$ cat src/rtl/rot_char_disp.sv
module rot_char_disp (
  input  logic [1:0] char0_i,
  input  logic [1:0] char1_i,
  input  logic [1:0] char2_i,
  input  logic [1:0] rot_sel_i,
  output logic [7:0] seg0_o,
  output logic [7:0] seg1_o,
  output logic [7:0] seg2_o
);

  localparam int NPOS   = 3;
  localparam int CODE_W = 2;
  localparam int SEG_W  = 8;

  logic [CODE_W-1:0] chars [NPOS];
  logic [SEG_W-1:0]  segs  [NPOS];

  assign chars[0] = char0_i;
  assign chars[1] = char1_i;
  assign chars[2] = char2_i;

  wire s1 = rot_sel_i[1];
  wire s0 = rot_sel_i[0];

  for (genvar p = 0; p < NPOS; p++) begin : g_pos
    logic [CODE_W-1:0] u, v, w, pick;
    assign u = chars[p];
    assign v = chars[(p + 1) % NPOS];
    assign w = chars[(p + 2) % NPOS];

    for (genvar b = 0; b < CODE_W; b++) begin : g_bit
      assign pick[b] = (s1 & w[b]) | (~s1 & ~s0 & u[b]) | (~s1 & s0 & v[b]);
    end

    always_comb begin
      unique case (pick)
        2'b00:   segs[p] = 8'b1010_0001;
        2'b01:   segs[p] = 8'b1000_0110;
        2'b10:   segs[p] = 8'b1111_1001;
        default: segs[p] = 8'b1111_1111;
      endcase
    end
  end

  assign seg0_o = segs[0];
  assign seg1_o = segs[1];
  assign seg2_o = segs[2];

endmodule

$ cat config.mk
export PLATFORM = sky130hd
export DESIGN_NAME = rot_char_disp
export DESIGN_NICKNAME = d
export VERILOG_FILES = /design/src/rtl/rot_char_disp.sv
export SDC_FILE = /design/constraint.sdc
export NUM_CORES = 1
export LEC_CHECK = 0
export ABC_AREA = 0
export CORE_AREA = 2 2 39 41
export DETAILED_ROUTE_END_ITERATION = 10
export DIE_AREA = 0 0 41 43
export SYNTH_ARGS = -nofsm -noshare
export SYNTH_HDL_FRONTEND = slang
export SYNTH_SLANG_ARGS = --single-unit
$ cat constraint.sdc
create_clock -name vclk -period 1.4
set_input_delay 0.35 -clock vclk [all_inputs]
set_output_delay 0.35 -clock vclk [all_outputs]
set_load 0.02 [all_outputs]
==> results by group, run 1 <==
Power and ir drop
  – Peak supply drop: 0.000178 V
  – Sw Share: 0.503
  – P_sw: about 0.17 mW
  – Clk pwr share: 0
  – Reg power frac: 0
  – Int Power: 0.171 mW
  – P_leak: roughly 0.29 nW
  – Comb pwr share: 1.000
  – Pwr dens: 544 mW/mm^2

Detailed routing
  – # DRC: 0
  – Violation count after the first detailed-routing iteration: 1
  – Total length of routed wires: approximately 840 um
  – Via count: 300
  – Vias per cell: 4.05
  – Antenna viol nets, final: 0
  – First-pass iteration count of the detailed router: 2
  – Routed wire length per instance: about 11 um

Min path
  – Hold/Removal Path Class: in -> out
  – Hold wc startpoint: char1_i[0]
  – WHS Path Cells: 4

Final layout
  – Share of post-route cells with drive strength above 1: 0.828
  – FF/Latch Area: 0 um^2
  – Layout overhead on the synthesized area: 127%
  – Most common cell after layout, fill and taps aside: buf_6
  – Most frequent cells in the layout: 17 x buf_6, 6 x nand2_1, 5 x o21ai_4, 5 x clkbuf_2, 5 x buf_4
  – CLK BUF: 0
  – Final Non-Filler Cells: 74
  – ANT cells: 0
  – Seq cells: 0
  – Design area: 632 um^2
  – # fillers: between 100 and 150
  – Area of the multi-input gates: 270 um^2
  – Fin nets: 68

Yosys
  – Largest cells by area after synthesis: buf_4 43%, mux2i_1 22%, o21ai_2 9.5%
  – Seq/Total Area, Yosys: 0
  – Post-synth top area cell: buf_4
  – Avg Cell Area, Syn: ~7.1 um^2
  – Yosys top cell area share: 0.432
  – Post-Syn Area: 278 um^2
  – Cells after Synth: 39
  – Library cells used by synthesis: 8
  – Synth warn: 0

GRT
  – Largest net degree at the start of global routing: 7
  – First-pass GRT wire length: 1050 um
  – Number of global-route vias before repair: roughly 250
  – Antenna violations before repair: 0
  – Total track usage: 0.0811
  – Total congestion overflow: 0

STA
  – Crit share post-route: 1.03
  – RSZ-0062 raised after global routing: true
  – Post-route minimum period: 1440 ps
  – Final hold vios: 0
  – Pins over their slew limit: 0
  – Fmax: 694 MHz
  – Worst Slack Setup Final: -40.6 ps
  – Final Setup Violations: 15

Worst setup path
  – Peak fanout along the critical path: 6
  – Req. time, crit path: 1050 ps
  – Crit Path Category: in -> out
  – Worst EP arrival: 1090 ps
  – Startpoint Class: primary input
  – Element type at the critical path end: primary output
  – Worst Setup SP: rot_sel_i[0]

Status
  – Status: finished with violations
  – Failing checks: setup timing

Floorplanning
  – # IOs: 32
  – Row Count: 14
  – Die width: 41 um
  – Die height: 43 um
  – Initial Utilization: 0.201
  – Die area: about 0.0018 mm^2
  – Core box area: 0.00138 mm^2

Placed design
  – DP Area: between 500 and 600 um^2
  – Placer Congestion: 0.527
  – Hpwl dp: 531 um
  – Port bufs: 29
  – DP Cell Count: between 70 and 80

Clock tree
  – Post-CTS Setup Repair Bufs: 0

Flow run
  – Max Cap Viol: 0
final cells by class:
| class | count | area share |
|---|---|---|
| repair buffers | 34 | 0.541 |
| multi-input cells | 24 | 0.428 |
| well taps | 16 | 0.0317 |
layer usage:
metal / track usage / vias to the layer above / routed length, um
met5: 0 / - / 0
met4: 0 / 0 / 0
met3: 0.00524 / 0 / 57
met2: 0.163 / 12 / 485
met1: 0.0892 / 141 / 293
li1: - / 147 / -
synth_stat cells:
cell type and instances:
buf_6 1, o21ai_2 3, conb_1 1, mux2i_1 6, nand2b_1 3, o21ai_1 3, buf_4 16, nand2_1 6
power groups by stage:
stage          clock network, mW  logic (mW)  registers (mW)
2_1_floorplan                  0       0.202               0
4_1_cts                        0       0.335               0
3_3_place_gp                   0       0.296               0
6_report                       0       0.344               0
3_5_place_dp                   0       0.296               0
5_1_grt                        0       0.359               0
through the flow:
step | worst slack [ps] | total power [mW] | hold slack (ps) | util | setup TNS [ps]
after floorplan | -207 | 0.202 | 812 | - | -1360
after global placement | -915 | 0.296 | 1870 | 0.396 | -18720
after detailed placement | -926 | 0.296 | 1860 | 0.396 | -18840
after CTS | -113 | 0.335 | 1230 | 0.460 | -1870
after global routing | -75.9 | 0.359 | 1150 | 0.457 | -848
final | -40.6 | 0.344 | 1130 | 0.457 | -340
timing repair:
| action | in CTS | in global routing |
|---|---|---|
| setup endpoints to repair | 21 | 21 |
| pin swaps | 5 | 4 |
| hold buffers | 0 | 0 |
| gates cloned | 1 | 0 |
| endpoints found under the hold margin | 0 | 0 |
| gates resized for setup | 150 | 16 |
worst max-delay path: stages:
cell and delay, ps:
buf_12 130, mux2i_4 180, o21ai_2 170, nand2b_4 160, buf_6 110
worst paths after layout:
kind	end	slack (ps)
min	seg2_o[2]	1130
max	seg1_o[5]	-40
cell families (layout without fill, tap and decap cells):
group,count (synthesis),count (layout),share of synthesized area
other cells,1,3,0.0135
mux,6,6,0.216
compound gates,6,6,0.149
buf+inv,17,34,0.473
simple gates,9,9,0.149
No activity file was read; power rests on OpenSTA's default activity.
==> run 2, diff against run 1 <==
--- a/config.mk
+++ b/config.mk
@@ -9,6 +9,7 @@
 export CORE_AREA = 2 2 39 41
 export DETAILED_ROUTE_END_ITERATION = 10
 export DIE_AREA = 0 0 41 43
+export REMOVE_ABC_BUFFERS = 1
 export SYNTH_ARGS = -nofsm -noshare
 export SYNTH_HDL_FRONTEND = slang
 export SYNTH_SLANG_ARGS = --single-unit
==> constraint.sdc (replaced) <==
create_clock -name vclk -period 1.8
set_input_delay 0.45 -clock vclk [all_inputs]
set_output_delay 0.45 -clock vclk [all_outputs]
set_load 0.02 [all_outputs]
==> results by group, run 2 (synthesized netlist as in run 1, its figures left out) <==
Status
  – Status: complete, no violations

Worst setup path
  – Crit path top cell by count: buf_6
  – Cell-by-cell trace of the critical path: dlygate4sd2_1, buf_6, o21ai_2, nand2b_4, buf_6
  – Crit-path slowest cell: dlygate4sd2_1
  – Startpoint Class: primary input
  – CP delay by family, top: buffers and inverters
  – Worst EP arrival: 1280 ps
  – Crit-path max cell delay: 260 ps
  – Buf+Inv Stages, Crit Path: 3
  – Peak fanout along the critical path: 8
  – Crit Path Category: in -> out
  – Req. time, crit path: 1350 ps
  – Element type at the critical path end: primary output

Detailed routing
  – Vias per cell: 3.93
  – Routed wire length per instance: 9.51 um
  – # DRC: 0
  – Via count: 295
  – Antenna viol nets, final: 0
  – First-pass iteration count of the detailed router: 2
  – Violation count after the first detailed-routing iteration: 3
  – Total length of routed wires: 713 um

Placed design
  – Port bufs: 29
  – DP Area: just over 500 um^2
  – Pre-CTS WS: -734 ps
  – Hpwl dp: 561 um
  – Placer Congestion: 0.686

Floorplanning
  – Die area: 0.00176 mm^2
  – Initial Utilization: 0.201
  – Die height: 43 um
  – Core box area: 0.00138 mm^2
  – Row Count: 14
  – Die width: 41 um
  – # IOs: 32

GRT
  – Total track usage: 0.0789
  – Met3 Resource Use GR: 0
  – Number of global-route vias before repair: 260
  – Antenna violations before repair: 0
  – Met2 Track Usage GR: 0.144
  – Met1 Use GR: 0.104
  – Largest net degree at the start of global routing: 9
  – First-pass GRT wire length: 1060 um
  – Total congestion overflow: 0
  – Global route hottest layer: met2

Final layout
  – ANT cells: 0
  – Design area: 534 um^2
  – FF/Latch Area: 0 um^2
  – CLK BUF: 0
  – Seq cells: 0
  – # fillers: between 150 and 200
  – Most common cell after layout, fill and taps aside: buf_6
  – Layout overhead on the synthesized area: 92.3%
  – Share of post-route cells with drive strength above 1: 0.661
  – Most frequent cells in the layout: 15 x buf_6, 7 x buf_2, 7 x dlygate4sd2_1
  – Fin nets: 69

STA
  – Final hold vios: 0
  – Post-route minimum period: 1730 ps
  – Worst Slack Setup Final: 70.2 ps
  – Final Setup Violations: 0
  – RSZ-0062 raised after global routing: false
  – Fmax: 578 MHz
  – Crit share post-route: 0.961
  – Pins over their slew limit: 0

Min path
  – Hold/Removal Path Class: in -> out

Power and ir drop
  – P_leak: 0.280 nW
  – Final Power: 0.225 mW
  – Peak supply drop: 0.000130 V
  – Pwr dens: 422 mW/mm^2

Flow run
  – Max Cap Viol: 0

Clock tree
  – Post-CTS Setup Repair Bufs: 0
  – Cts hold-fix bufs: 0
-- run 2: cell type report --
type / instances / area (um^2) / area share
well taps: 16 / 20.0 / 0.0375
multi-input cells: 24 / 204 / 0.382
repair buffers: 35 / 310 / 0.581
-- run 2: repair_timing --
| item | in CTS | in global routing |
|---|---|---|
| pin swaps | 4 | 2 |
| hold endpoints to repair | 0 | 0 |
| resized for setup | 130 | 4 |
| endpoints found under the setup margin | 21 | 19 |
-- run 2: worst min-delay path, delay by kind of cell --
family          cells  cell delay, ps
buf+inv             2             420
simple gates        1              80
compound gates      1              80
-- run 2: per-layer routing --
layer	wire length [um]	vias to the layer above
li1	-	151
met1	258	135
met2	408	9
met3	46	0
met4	0	0
met5	0	-
-- run 2: per-stage QoR --
step / hold slack [ps] / utilization / instances / TNS, ps
after floorplan: 1090 / - / 24 / -1530
after global placement: 2050 / 0.368 / 75 / -14340
after detailed placement: 2060 / 0.368 / 75 / -14260
after CTS: 1480 / 0.379 / 75 / 0
after global routing: 1510 / 0.386 / 75 / 0
final: 1480 / 0.386 / 75 / 0
-- run 2: final timing paths --
| check | startpoint | endpoint | slack, ps | cells past startpoint |
|---|---|---|---|---|
| setup / recovery | rot_sel_i[1] | seg0_o[0] | 70 | 5 |
| hold / removal | char1_i[0] | seg2_o[1] | 1480 | 4 |
-- run 2: report_power, final --
group          internal (mW)  total [mW]  switching [mW]
Clock                      0           0               0
Sequential                 0           0               0
Combinational          0.106       0.225           0.119
